==> src/rtl/bsq_pkg.sv <==
package bsq_pkg;
  typedef enum logic {
    BSQ_IDLE = 1'b0,
    BSQ_RUN  = 1'b1
  } bsq_state_e;

  localparam int unsigned BSQ_LOG_W = 3;
endpackage

==> src/rtl/bsq_req_decode.sv <==
module bsq_req_decode
  import bsq_pkg::*;
#(
  parameter int unsigned ADDR_W   = 32,
  parameter int unsigned LANES    = 8,
  parameter int unsigned SIZE_MAX = 4
) (
  input  logic [ADDR_W-1:0]    addr,
  input  logic [2:0]           size_code,
  input  logic [1:0]           port_code,
  output logic [ADDR_W-1:0]    start_addr,
  output logic [BSQ_LOG_W-1:0] xfer_log,
  output logic [BSQ_LOG_W-1:0] port_log,
  output logic [BSQ_LOG_W-1:0] beat_log,
  output logic [SIZE_MAX:0]    beats_m1
);
  localparam int unsigned LANE_LOG = $clog2(LANES);
  localparam int unsigned CNT_W    = SIZE_MAX + 1;
  localparam logic [BSQ_LOG_W-1:0] SIZE_CAP = BSQ_LOG_W'(SIZE_MAX);
  localparam logic [BSQ_LOG_W-1:0] PORT_CAP = BSQ_LOG_W'(LANE_LOG);

  logic [BSQ_LOG_W-1:0] sz_l, pt_l, bt_l, diff;

  always_comb begin
    sz_l = (BSQ_LOG_W'(size_code) > SIZE_CAP) ? SIZE_CAP : BSQ_LOG_W'(size_code);
    pt_l = (BSQ_LOG_W'(port_code) > PORT_CAP) ? PORT_CAP : BSQ_LOG_W'(port_code);
    bt_l = (sz_l < pt_l) ? sz_l : pt_l;
    diff = sz_l - bt_l;
  end

  assign xfer_log   = sz_l;
  assign port_log   = pt_l;
  assign beat_log   = bt_l;
  assign beats_m1   = (CNT_W'(1) << diff) - CNT_W'(1);
  assign start_addr = addr & ({ADDR_W{1'b1}} << bt_l);
endmodule

==> src/rtl/bsq_beat_ctrl.sv <==
module bsq_beat_ctrl
  import bsq_pkg::*;
#(
  parameter int unsigned ADDR_W   = 32,
  parameter int unsigned SIZE_MAX = 4
) (
  input  logic                 clk,
  input  logic                 rst_n,
  input  logic                 accept,
  input  logic [ADDR_W-1:0]    start_addr,
  input  logic [BSQ_LOG_W-1:0] xfer_log,
  input  logic [BSQ_LOG_W-1:0] port_log,
  input  logic [BSQ_LOG_W-1:0] beat_log,
  input  logic [SIZE_MAX:0]    beats_m1,
  input  logic                 mem_ready,
  output logic                 busy,
  output logic [ADDR_W-1:0]    beat_addr,
  output logic [BSQ_LOG_W-1:0] port_log_q,
  output logic [BSQ_LOG_W-1:0] beat_log_q,
  output logic                 beat_valid,
  output logic                 xfer_ack
);
  localparam int unsigned CNT_W = SIZE_MAX + 1;

  bsq_state_e           state_q;
  logic [ADDR_W-1:0]    addr_q, addr_nxt, blk_mask, step;
  logic [BSQ_LOG_W-1:0] xfer_log_q;
  logic [CNT_W-1:0]     left_q;
  logic                 last_beat;

  always_comb begin
    blk_mask  = {ADDR_W{1'b1}} << xfer_log_q;
    step      = ADDR_W'(1) << beat_log_q;
    addr_nxt  = (addr_q & blk_mask) | ((addr_q + step) & ~blk_mask);
    last_beat = (left_q == '0);
  end

  always_ff @(posedge clk) begin
    if (!rst_n) begin
      state_q    <= BSQ_IDLE;
      addr_q     <= '0;
      xfer_log_q <= '0;
      port_log_q <= '0;
      beat_log_q <= '0;
      left_q     <= '0;
    end else begin
      unique case (state_q)
        BSQ_IDLE: if (accept) begin
          state_q    <= BSQ_RUN;
          addr_q     <= start_addr;
          xfer_log_q <= xfer_log;
          port_log_q <= port_log;
          beat_log_q <= beat_log;
          left_q     <= beats_m1;
        end
        BSQ_RUN: if (mem_ready) begin
          if (last_beat) begin
            state_q <= BSQ_IDLE;
          end else begin
            left_q <= left_q - CNT_W'(1);
            addr_q <= addr_nxt;
          end
        end
        default: state_q <= BSQ_IDLE;
      endcase
    end
  end

  assign busy       = (state_q == BSQ_RUN);
  assign beat_addr  = addr_q;
  assign beat_valid = busy && mem_ready;
  assign xfer_ack   = beat_valid && last_beat;

  AST_WAIT_HOLDS_BEAT: assert property (@(posedge clk) disable iff (!rst_n)
    busy && !mem_ready |=> busy && $stable(addr_q) && $stable(left_q));
  AST_ACK_ENDS_BUSY: assert property (@(posedge clk) disable iff (!rst_n)
    xfer_ack |=> !busy);
  AST_BEAT_STEPS_ADDR: assert property (@(posedge clk) disable iff (!rst_n)
    beat_valid && !xfer_ack |=> busy && (left_q == $past(left_q) - CNT_W'(1)));
endmodule

==> src/rtl/bsq_lane_gen.sv <==
module bsq_lane_gen
  import bsq_pkg::*;
#(
  parameter int unsigned ADDR_W = 32,
  parameter int unsigned LANES  = 8
) (
  input  logic                 active,
  input  logic [ADDR_W-1:0]    beat_addr,
  input  logic [BSQ_LOG_W-1:0] port_log,
  input  logic [BSQ_LOG_W-1:0] beat_log,
  output logic [LANES-1:0]     lane_sel
);
  localparam int unsigned LANE_LOG = $clog2(LANES);
  localparam int unsigned IDX_W    = LANE_LOG + 2;

  logic [IDX_W-1:0] off, width, upper;

  always_comb begin
    off   = IDX_W'(beat_addr[LANE_LOG-1:0]) & ((IDX_W'(1) << port_log) - IDX_W'(1));
    width = IDX_W'(1) << beat_log;
    upper = off + width;
  end

  for (genvar i = 0; i < LANES; i++) begin : g_lane
    localparam logic [IDX_W-1:0] IDX = IDX_W'(i);
    assign lane_sel[i] = active && (IDX >= off) && (IDX < upper);
  end
endmodule

==> src/rtl/beat_sequencer.sv <==
module beat_sequencer
  import bsq_pkg::*;
#(
  parameter int unsigned ADDR_W   = 32,
  parameter int unsigned LANES    = 8,
  parameter int unsigned SIZE_MAX = 4
) (
  input  logic              clk,
  input  logic              rst_n,
  input  logic              req_valid,
  output logic              req_ready,
  input  logic [ADDR_W-1:0] req_addr,
  input  logic [2:0]        req_size,
  input  logic [1:0]        req_port,
  input  logic              mem_ready,
  output logic              busy,
  output logic [ADDR_W-1:0] beat_addr,
  output logic [LANES-1:0]  lane_sel,
  output logic              beat_valid,
  output logic              xfer_ack
);
  logic [ADDR_W-1:0]    start_addr;
  logic [BSQ_LOG_W-1:0] xfer_log, port_log, beat_log, port_log_q, beat_log_q;
  logic [SIZE_MAX:0]    beats_m1;
  logic                 accept;

  assign req_ready = !busy;
  assign accept    = req_valid && req_ready;

  bsq_req_decode #(.ADDR_W(ADDR_W), .LANES(LANES), .SIZE_MAX(SIZE_MAX)) u_decode (
    .addr(req_addr), .size_code(req_size), .port_code(req_port),
    .start_addr(start_addr), .xfer_log(xfer_log), .port_log(port_log),
    .beat_log(beat_log), .beats_m1(beats_m1)
  );

  bsq_beat_ctrl #(.ADDR_W(ADDR_W), .SIZE_MAX(SIZE_MAX)) u_ctrl (
    .clk(clk), .rst_n(rst_n), .accept(accept), .start_addr(start_addr),
    .xfer_log(xfer_log), .port_log(port_log), .beat_log(beat_log),
    .beats_m1(beats_m1), .mem_ready(mem_ready), .busy(busy),
    .beat_addr(beat_addr), .port_log_q(port_log_q), .beat_log_q(beat_log_q),
    .beat_valid(beat_valid), .xfer_ack(xfer_ack)
  );

  bsq_lane_gen #(.ADDR_W(ADDR_W), .LANES(LANES)) u_lanes (
    .active(busy), .beat_addr(beat_addr), .port_log(port_log_q),
    .beat_log(beat_log_q), .lane_sel(lane_sel)
  );

  AST_ACK_WITH_VALID: assert property (@(posedge clk) disable iff (!rst_n)
    xfer_ack |-> beat_valid);
  AST_IDLE_QUIET: assert property (@(posedge clk) disable iff (!rst_n)
    !busy |-> (lane_sel == '0) && !beat_valid && !xfer_ack);
  AST_VALID_NEEDS_READY: assert property (@(posedge clk) disable iff (!rst_n)
    beat_valid |-> mem_ready);
  AST_LANES_ON_BEAT: assert property (@(posedge clk) disable iff (!rst_n)
    beat_valid |-> (lane_sel != '0));
  AST_BUSY_BLOCKS_REQ: assert property (@(posedge clk) disable iff (!rst_n)
    busy |=> busy || $past(xfer_ack));
endmodule

==> config.mk <==
export PLATFORM = sky130hd
export DESIGN_NAME = beat_sequencer
export DESIGN_NICKNAME = d
export VERILOG_FILES = /design/src/rtl/bsq_pkg.sv /design/src/rtl/bsq_req_decode.sv /design/src/rtl/bsq_beat_ctrl.sv /design/src/rtl/bsq_lane_gen.sv /design/src/rtl/beat_sequencer.sv
export SDC_FILE = /design/constraint.sdc
export NUM_CORES = 1
export LEC_CHECK = 0
export BUFFER_PORTS_ARGS = -buffer_cell sky130_fd_sc_hd__buf_2
export CAP_MARGIN = 20
export CORE_MARGIN = 2
export CORE_UTILIZATION = 53
export CTS_BUF_LIST = sky130_fd_sc_hd__clkbuf_16
export DETAILED_ROUTE_END_ITERATION = 10
export MAX_ROUTING_LAYER = met4
export PLACE_DENSITY_LB_ADDON = 0.1
export SYNTH_ARGS = -nofsm -noshare
export SYNTH_HDL_FRONTEND = slang
export SYNTH_HIERARCHICAL = 1
export SYNTH_SLANG_ARGS = --single-unit
==> constraint.sdc <==
create_clock -name clk -period 4.7 [get_ports clk]
set_input_delay 0.235 -clock clk [delete_from_list [all_inputs] [get_ports clk]]
set_output_delay 0.235 -clock clk [all_outputs]
set_load 0.01 [all_outputs]
==> reports/summary.txt, run 1 <==
Met3 Use GR: 4.11%
Post-synth top cells: nand2_1, a21oi_1, dfxtp_1, buf_4, inv_1
Die ar.: 6530 um2
Area contributors post-synth: dfxtp_1, nand2_1, a21oi_1
Setup crit end kind: register
Number of diodes: 0
GRT met1 Usage: 28.6%
Final Core Density: 62.2%
Slew @ Worst Pin: 0.832 ns
CTS Hold Bufs: 0
PnR Total Power: 1150 uW
Mean Syn Cell Area: 7.80 um2
CP Data Arrival Time: 3.60 ns
Vias in the first global route: 2,568
Largest net degree at the start of global routing: 44
Max Cap Viol: 0
Remaining antenna violation count after routing: 0
Post-CTS setup buffers: 0
Iteration-0 DRC Markers: 184
Cell with the most instances after synthesis: nand2_1
Die X: 80.8 um
Final setup margin: 1.25 ns
Synthesized cell area: 3130 um2
Post_cts resized: 0
Yosys top cell area share: 30.1%
Static Leak: 0.00163 uW
Final slew viol count: 0
Final setup viols: 0
Fillers: 526
Top cell type by total area after synthesis: dfxtp_1
Max Freq: 290 MHz
Post-synth ARST share: 0%
Setup TNS: 0 ns
First-pass GRT wire length: 11.3 mm
Layout area overhead: 11.5%
Synthesis-stage register bit count: 47
Status: complete, no violations
DRT Pass-1 Iters: 4
Worst slack, placed: 0.986 ns
Total gr overflow: 0
Critical path class: input pin to register
Site row count: 27
Cells after Synth: 401
GRT Total Usage: 22.2%
Vias per cell: 5.35
Global route hottest layer: met2
Worst Path Max Fanout: 8
Layout cells sized above 1: 25.3%
Fin crit share: 73.3%
Worst clock skew: 0.00579 ns
Initial antenna violation count: 0
Drt drc: 0
DR WL/cell: 13.2 um
Worst skew pair latency: 0.28 ns
Die H: 80.8 um
Worst min-delay path category: input pin to register
Top-level port count: 85
Drt total wl: 6.83 mm
Worst Path Required: 4.86 ns
Post-synth EDFFs: 0
PwrDens: 330 nW/um2
Worst VDD drop: 206 uV
Clk slew on worst S/H paths: 0.07 ns
Seq/Total Area, Yosys: 30.1%
Clk buf depth: 2
Port bufs: 84
Std-Cell Core Area: 5610 um2
Initial Util: 55.8%
Post-synth cell types: 67
Clock sink count: 47
Relative slew slack: 44.5%
TritonCTS clock tree: done
Type of origin of the critical path: input pin
Cts bufs inserted: 5
HPWL Detailed: 4.99 mm
Tmin final: 3.45 ns
Met2 usage: 36.0%
Root Driver: clkbuf_16
# nets final: 504
RSZ-0062 raised after global routing: no
Htree depth: 2
Synth warnings: 6
RePlAce Congestion: 0.806
Fin. Hold Viols: 0
Top_reg_cell synth: dfxtp_1
Vias: 2,779
-- path summary, 6_finish.rpt --
check,from,slack (ns),endpoint,cells past startpoint
worst min-delay path,req_addr[25],0.18,u_ctrl/beat_addr[25],3
worst min register to register,u_ctrl/beat_addr[11],0.45,u_ctrl/beat_addr[11],2
worst max-delay path,req_size[2],1.25,u_ctrl/left_q[4],15
worst max register to register,u_ctrl/busy,2.16,register,8
-- power by group --
part,leakage (uW),switching (uW),internal (uW)
clock network,0.0000726,144,194
logic,0.00117,195,149
registers,0.000385,35.5,435
-- per-layer routing --
layer | vias up | routed length (um) | part of all wire, %
met2 | 84 | 3110 | 46
li1 | 1437 | - | -
met1 | 1256 | 3300 | 48
met4 | 0 | 31 | 0.45
met5 | - | 0 | 0
met3 | 2 | 387 | 5.7
-- critical path, stage by stage --
cell,delay (ns)
buf_2,0.20
nand2b_1,0.20
inv_1,0.08
ha_1,0.37
a211oi_4,0.32
mux2_4,0.34
ha_1,0.19
fa_1,0.40
xnor2_2,0.23
nand3_1,0.16
ha_1,0.26
mux2i_1,0.14
a32o_1,0.22
a22oi_1,0.20
nor2_1,0.06
-- cell families after synthesis --
logic type | Yosys count | share of synthesized area (%)
xor gates and xnor gates | 8 | 2.48
DFF | 47 | 30.1
and+or+nand+nor | 146 | 22.7
AOI/OAI and AO/OA | 103 | 21.3
buffers and inverters | 71 | 12.9
muxes | 8 | 2.92
adders and majority gates | 17 | 7.52
other | 1 | 0.120
-- layout by cell type, fill, tap and decap left out, types with 2 or more instances in the layout --
master / synthesis / routed
conb_1: 1 / 2
mux2_4: 2 / 2
a21oi_1: 51 / 51
xor2_1: 2 / 2
a311oi_1: 2 / 2
nand2_1: 82 / 82
a22oi_1: 2 / 2
o211ai_1: 2 / 2
nand2b_1: 7 / 7
and3_1: 2 / 2
buf_4: 33 / 4
a21o_1: 4 / 4
nor3b_1: 5 / 5
nor3_1: 5 / 5
clkbuf_16: 0 / 5
xnor2_1: 5 / 5
or3_1: 2 / 2
nand3b_1: 3 / 3
o21ai_0: 15 / 15
a31oi_1: 2 / 2
o21ai_1: 2 / 2
clkinv_1: 1 / 2
a32o_1: 2 / 2
fa_1: 3 / 3
nor2b_1: 8 / 7
and3b_1: 2 / 2
dfxtp_1: 47 / 47
mux2i_1: 5 / 5
nor2_1: 14 / 14
buf_2: 4 / 84
and2_1: 2 / 2
ha_1: 14 / 14
inv_1: 18 / 19
nand3_1: 5 / 5
a211oi_1: 2 / 2
-- final cells by class --
cell class	count	area [um2]	share of cell area (%)
tap	72	90.1	2.58
sequential	47	941	27.0
inverter	20	75.1	2.15
timing repair buffer	88	450	12.9
clock inverter	3	16.3	0.466
multi-input combinational	284	1790	51.3
clock buffer	5	125	3.59
-- per-stage QoR --
stage	hold slack, ns	area [um2]	cells
finish	0.184	3490	519
global route	0.172	3490	519
CTS	0.176	3490	519
detailed placement	0.444	3350	511
global placement	0.439	3350	511
floorplan	0.371	3130	402
(Power assumes the default switching activity.)
==> run 2: changes to the inputs <==
--- a/config.mk
+++ b/config.mk
@@ -8,7 +8,7 @@
 export BUFFER_PORTS_ARGS = -buffer_cell sky130_fd_sc_hd__buf_2
 export CAP_MARGIN = 20
 export CORE_MARGIN = 2
-export CORE_UTILIZATION = 53
+export CORE_UTILIZATION = 48
 export CTS_BUF_LIST = sky130_fd_sc_hd__clkbuf_16
 export DETAILED_ROUTE_END_ITERATION = 10
 export MAX_ROUTING_LAYER = met4
==> constraint.sdc (replaced) <==
create_clock -name clk -period 3 [get_ports clk]
set_input_delay 0.15 -clock clk [delete_from_list [all_inputs] [get_ports clk]]
set_output_delay 0.15 -clock clk [all_outputs]
set_load 0.01 [all_outputs]
==> reports/summary.txt, run 2 (same netlist as run 1, synthesis figures left out) <==
Drt total wl: 7.39 mm
Worst skew pair latency: 0.29 ns
Slew @ Worst Pin: 0.553 ns
Root Driver: clkbuf_16
First-pass GRT wire length: 12.0 mm
Top-level port count: 85
Relative slew slack: 63.1%
Port bufs: 84
DR WL/cell: 13.7 um
Iteration-0 DRC Markers: 84
Final slew viol count: 0
Reg2Reg Depth: 7
Site row count: 29
Total gr overflow: 0
Layout cells sized above 1: 31.4%
Die ar.: 7180 um2
Clock sink count: 47
Worst clock skew: 0.00320 ns
Commonest non-fill, non-tap cell in the layout: buf_2
RePlAce Congestion: 0.793
Tmin final: 3.02 ns
Critical path class: register to output pin
Clk slew on worst S/H paths: 0.07 ns
Setup crit end kind: output pin
Final Core Density: 59.5%
Initial antenna violation count: 0
Vias per cell: 5.32
Vias in the first global route: 2,584
Htree depth: 2
Final Non-Filler Cells: 539
Cell total after placement: 527
DRT Pass-1 Iters: 4
Failing checks: negative setup slack
Clk buf depth: 2
TritonCTS clock tree: done
Worst VDD drop: 298 uV
PnR Total Power: 1980 uW
GRT Total Usage: 20.9%
Fillers: 621
CP Launch Point: u_ctrl/port_log_q[1]
Clk pwr share: 32.2%
Reg-to-reg startpoint: u_ctrl/beat_log_q[0]
Type of origin of the critical path: register
Max Freq: 331 MHz
Fin. Hold Viols: 0
Worst min-delay path category: input pin to register
Die X: 84.7 um
Status: complete, but fails checks
Internal: 1350 uW
Layout area overhead: 20.1%
Cts bufs inserted: 5
Worst Path Required: 2.85 ns
Remaining antenna violation count after routing: 0
PwrDens: 528 nW/um2
Die H: 84.7 um
CP Data Arrival Time: 2.87 ns
Seq pwr share: 37.0%
Static Leak: 0.00172 uW
Hold depth: 3
Min-delay src: req_addr[19]
Worst Path Max Fanout: 7
Std-Cell Core Area: 6310 um2
Logic pwr share: 30.8%
CTS Hold Bufs: 0
Post-route cell area: 3760 um2
RSZ-0062 raised after global routing: yes
HPWL Detailed: 5.15 mm
Largest net degree at the start of global routing: 41
Setup TNS: -0.0192 ns
Final setup margin: -0.0177 ns
Final setup viols: 2
Vias: 2,870
Max Cap Viol: 0
Switch share: 31.8%
Most frequent cells in the layout: buf_2, nand2_1, a21oi_1
Sw Pwr: 631 uW
Placed Area: 3500 um2
Drt drc: 0
Initial Util: 49.5%
Fin crit share: 101%
Number of diodes: 0
# nets final: 519
[run 2: cell count changes in the layout (fill, tap and decap cells not counted), sizes merged]
cell    change
bufinv      +1
clkinv      -1
buf        +15
[run 2: critical path, cell delays in order, from the launching register on]
cell and delay, ns:
dfxtp_2 0.34, or3_1 0.38, ha_2 0.20, nand2b_4 0.13, mux2_4 0.30, inv_4 0.07
ha_4 0.21, a221o_1 0.40, a21oi_4 0.26, a31oi_1 0.13, buf_2 0.16
[run 2: through the flow]
step                hold slack (ns)  setup WS (ns)
CTS                          0.0911       -0.00647
floorplan                     0.286        -0.0728
detailed placement            0.396        -0.0527
global route                 0.0947         -0.109
global placement              0.390         0.0175
finish                       0.0948        -0.0177
[run 2: layer usage]
layer | global-route usage (%) | part of all wire (%)
met1 | 28.5 | 50
met2 | 32.0 | 45
met3 | 3.83 | 4.6
met4 | 5.34 | 0.54
met5 | - | 0
[run 2: power groups by stage]
stage / sequential, uW / combinational (uW) / clock, uW
global placement: 745 / 573 / 0
detailed placement: 747 / 581 / 0
global route: 742 / 679 / 673
finish: 733 / 611 / 640
CTS: 733 / 593 / 651
floorplan: 756 / 428 / 0
[run 2: path summary, 6_finish.rpt]
kind,end,slack [ns]
max,lane_sel[0],-0.02
min,u_ctrl/beat_addr[19],0.09
max reg2reg,register,0.55
min reg2reg,u_ctrl/beat_addr[7],0.45
[run 2: what timing repair did]
| action | CTS | global route |
|---|---|---|
| setup endpoints to repair | 8 | 8 |
| pin swaps | 1 | 7 |
| setup buffers | 0 | 4 |
| gates resized for setup | 4 | 9 |
| endpoints found under the hold margin | 0 | 0 |
[run 2: cell type report]
cell class                      instances  area, um2  share of cell area [%]
Clock buffer                            5        125                    3.33
Timing Repair Buffer                  103        563                    15.0
Inverter                               20       80.1                    2.13
Clock inverter                          3       42.5                    1.13
Multi-Input combinational cell        284       1900                    50.7
Tap cell                               77       96.3                    2.56
Sequential cell                        47        946                    25.2
==> run 3: changes to the inputs <==
==> constraint.sdc (replaced) <==
create_clock -name clk -period 3 [get_ports clk]
set_input_delay 0.3 -clock clk [delete_from_list [all_inputs] [get_ports clk]]
set_output_delay 0.3 -clock clk [all_outputs]
set_load 0.01 [all_outputs]
==> reports/summary.txt, run 3 (same netlist as run 1, synthesis figures left out) <==
Worst clock skew: 0.00754 ns
Clk buf depth: 2
Logic pwr share: 33.5%
Total gr overflow: 0
Commonest non-fill, non-tap cell in the layout: buf_2
# nets final: 523
PnR Total Power: 1910 uW
Iteration-0 DRC Markers: 94
Setup crit end kind: output pin
Number of diodes: 0
Cts bufs inserted: 5
Final setup viols: 6
Placed Area: 3540 um2
Site row count: 29
Type of origin of the critical path: register
Drt drc: 0
Relative slew slack: 54.0%
FF-to-FF setup slack: 0.65 ns
Status: complete, but fails checks
Worst Path Required: 2.70 ns
Layout area overhead: 21.8%
Max Freq: 330 MHz
CP Data Arrival Time: 2.73 ns
Die X: 84.7 um
Failing checks: negative setup slack
Largest net degree at the start of global routing: 40
Setup TNS: -0.0846 ns
Vias: 2,850
Top-level port count: 85
Clk slew on worst S/H paths: 0.06 ns
Clk pwr share: 28.4%
Final slew viol count: 0
TritonCTS clock tree: done
Remaining antenna violation count after routing: 0
Internal: 1280 uW
DR WL/cell: 13.5 um
Sw Pwr: 627 uW
Worst skew pair latency: 0.28 ns
Final Hold Slack: 0.247 ns
Slew @ Worst Pin: 0.686 ns
Worst Path Max Fanout: 7
Worst min-delay path category: input pin to register
HPWL Detailed: 5.24 mm
Vias in the first global route: 2,700
Fin crit share: 101%
Cell total after placement: 533
Critical path class: register to output pin
Layout cells sized above 1: 32.8%
Vias per cell: 5.25
Most frequent cells in the layout: buf_2, nand2_1, a21oi_1
Max Cap Viol: 0
GRT Total Usage: 21.5%
Switch share: 32.8%
Root Driver: clkbuf_16
Port bufs: 84
Drt total wl: 7.33 mm
Seq pwr share: 38.1%
PwrDens: 501 nW/um2
RSZ-0062 raised after global routing: yes
Clock sink count: 47
Static Leak: 0.00173 uW
Final setup margin: -0.0289 ns
Die ar.: 7180 um2
Initial antenna violation count: 0
Htree depth: 2
DRT Pass-1 Iters: 4
Post-route cell area: 3810 um2
RePlAce Congestion: 0.805
Final Non-Filler Cells: 543
First-pass GRT wire length: 12.4 mm
Std-Cell Core Area: 6310 um2
Fin. Hold Viols: 0
Die H: 84.7 um
Worst VDD drop: 285 uV
Tmin final: 3.03 ns
Initial Util: 49.5%
## run 3: power by group through the flow
| stage | Combinational (uW) | Clock [uW] | Sequential [uW] |
|---|---|---|---|
| 2_1_floorplan | 430 | 0 | 756 |
| 3_3_place_gp | 587 | 0 | 741 |
| 3_5_place_dp | 598 | 0 | 742 |
| 4_1_cts | 630 | 559 | 728 |
| 5_1_grt | 709 | 584 | 737 |
| 6_report | 640 | 541 | 728 |
## run 3: final cells by class
type / count / area [um2]
Multi-Input combinational cell: 284 / 1950
Fill cell: 578 / 2500
Clock buffer: 5 / 125
Tap cell: 77 / 96.3
Sequential cell: 47 / 943
Timing Repair Buffer: 107 / 597
Inverter: 20 / 80.1
Clock inverter: 3 / 20.0
## run 3: worst max-delay path, stage by stage (launching register included)
cell and delay (ns):
dfxtp_2 0.32, or3_4 0.39, ha_4 0.17, nand2b_4 0.12, mux2_4 0.28, inv_4 0.07
ha_4 0.19, a221o_1 0.37, a21oi_4 0.26, a311oi_1 0.11, buf_2 0.16
## run 3: layer usage
metal	vias up	GRT usage (%)	part of all wire (%)
met1	1301	28.1	49
met5	-	-	0
met4	0	4.62	0.85
met2	77	34.8	46
li1	1465	-	-
met3	7	3.93	4.1
## run 3: what timing repair did
| action | in CTS | in global routing |
|---|---|---|
| hold buffers | 0 | 0 |
| pin swaps | 7 | 3 |
| buffers inserted | 2 | 1 |
| endpoints found under the setup margin | 8 | 10 |
| cloned | 0 | 0 |
| gates resized for setup | 18 | 1 |
## run 3: path summary, 6_finish.rpt
path,end,cells past startpoint,from
min,u_ctrl/beat_addr[31],3,req_addr[31]
max reg2reg,register,8,u_ctrl/beat_log_q[0]
min reg2reg,u_ctrl/beat_addr[24],2,u_ctrl/beat_addr[24]
max,lane_sel[1],10,u_ctrl/port_log_q[2]
## run 3: per-stage QoR
step	utilization [%]	setup slack, ns
2_1_floorplan	-	-0.223
3_3_place_gp	56.1	-0.135
3_5_place_dp	56.1	-0.258
4_1_cts	60.1	-0.00997
5_1_grt	60.4	-0.112
6_report	60.4	-0.0289
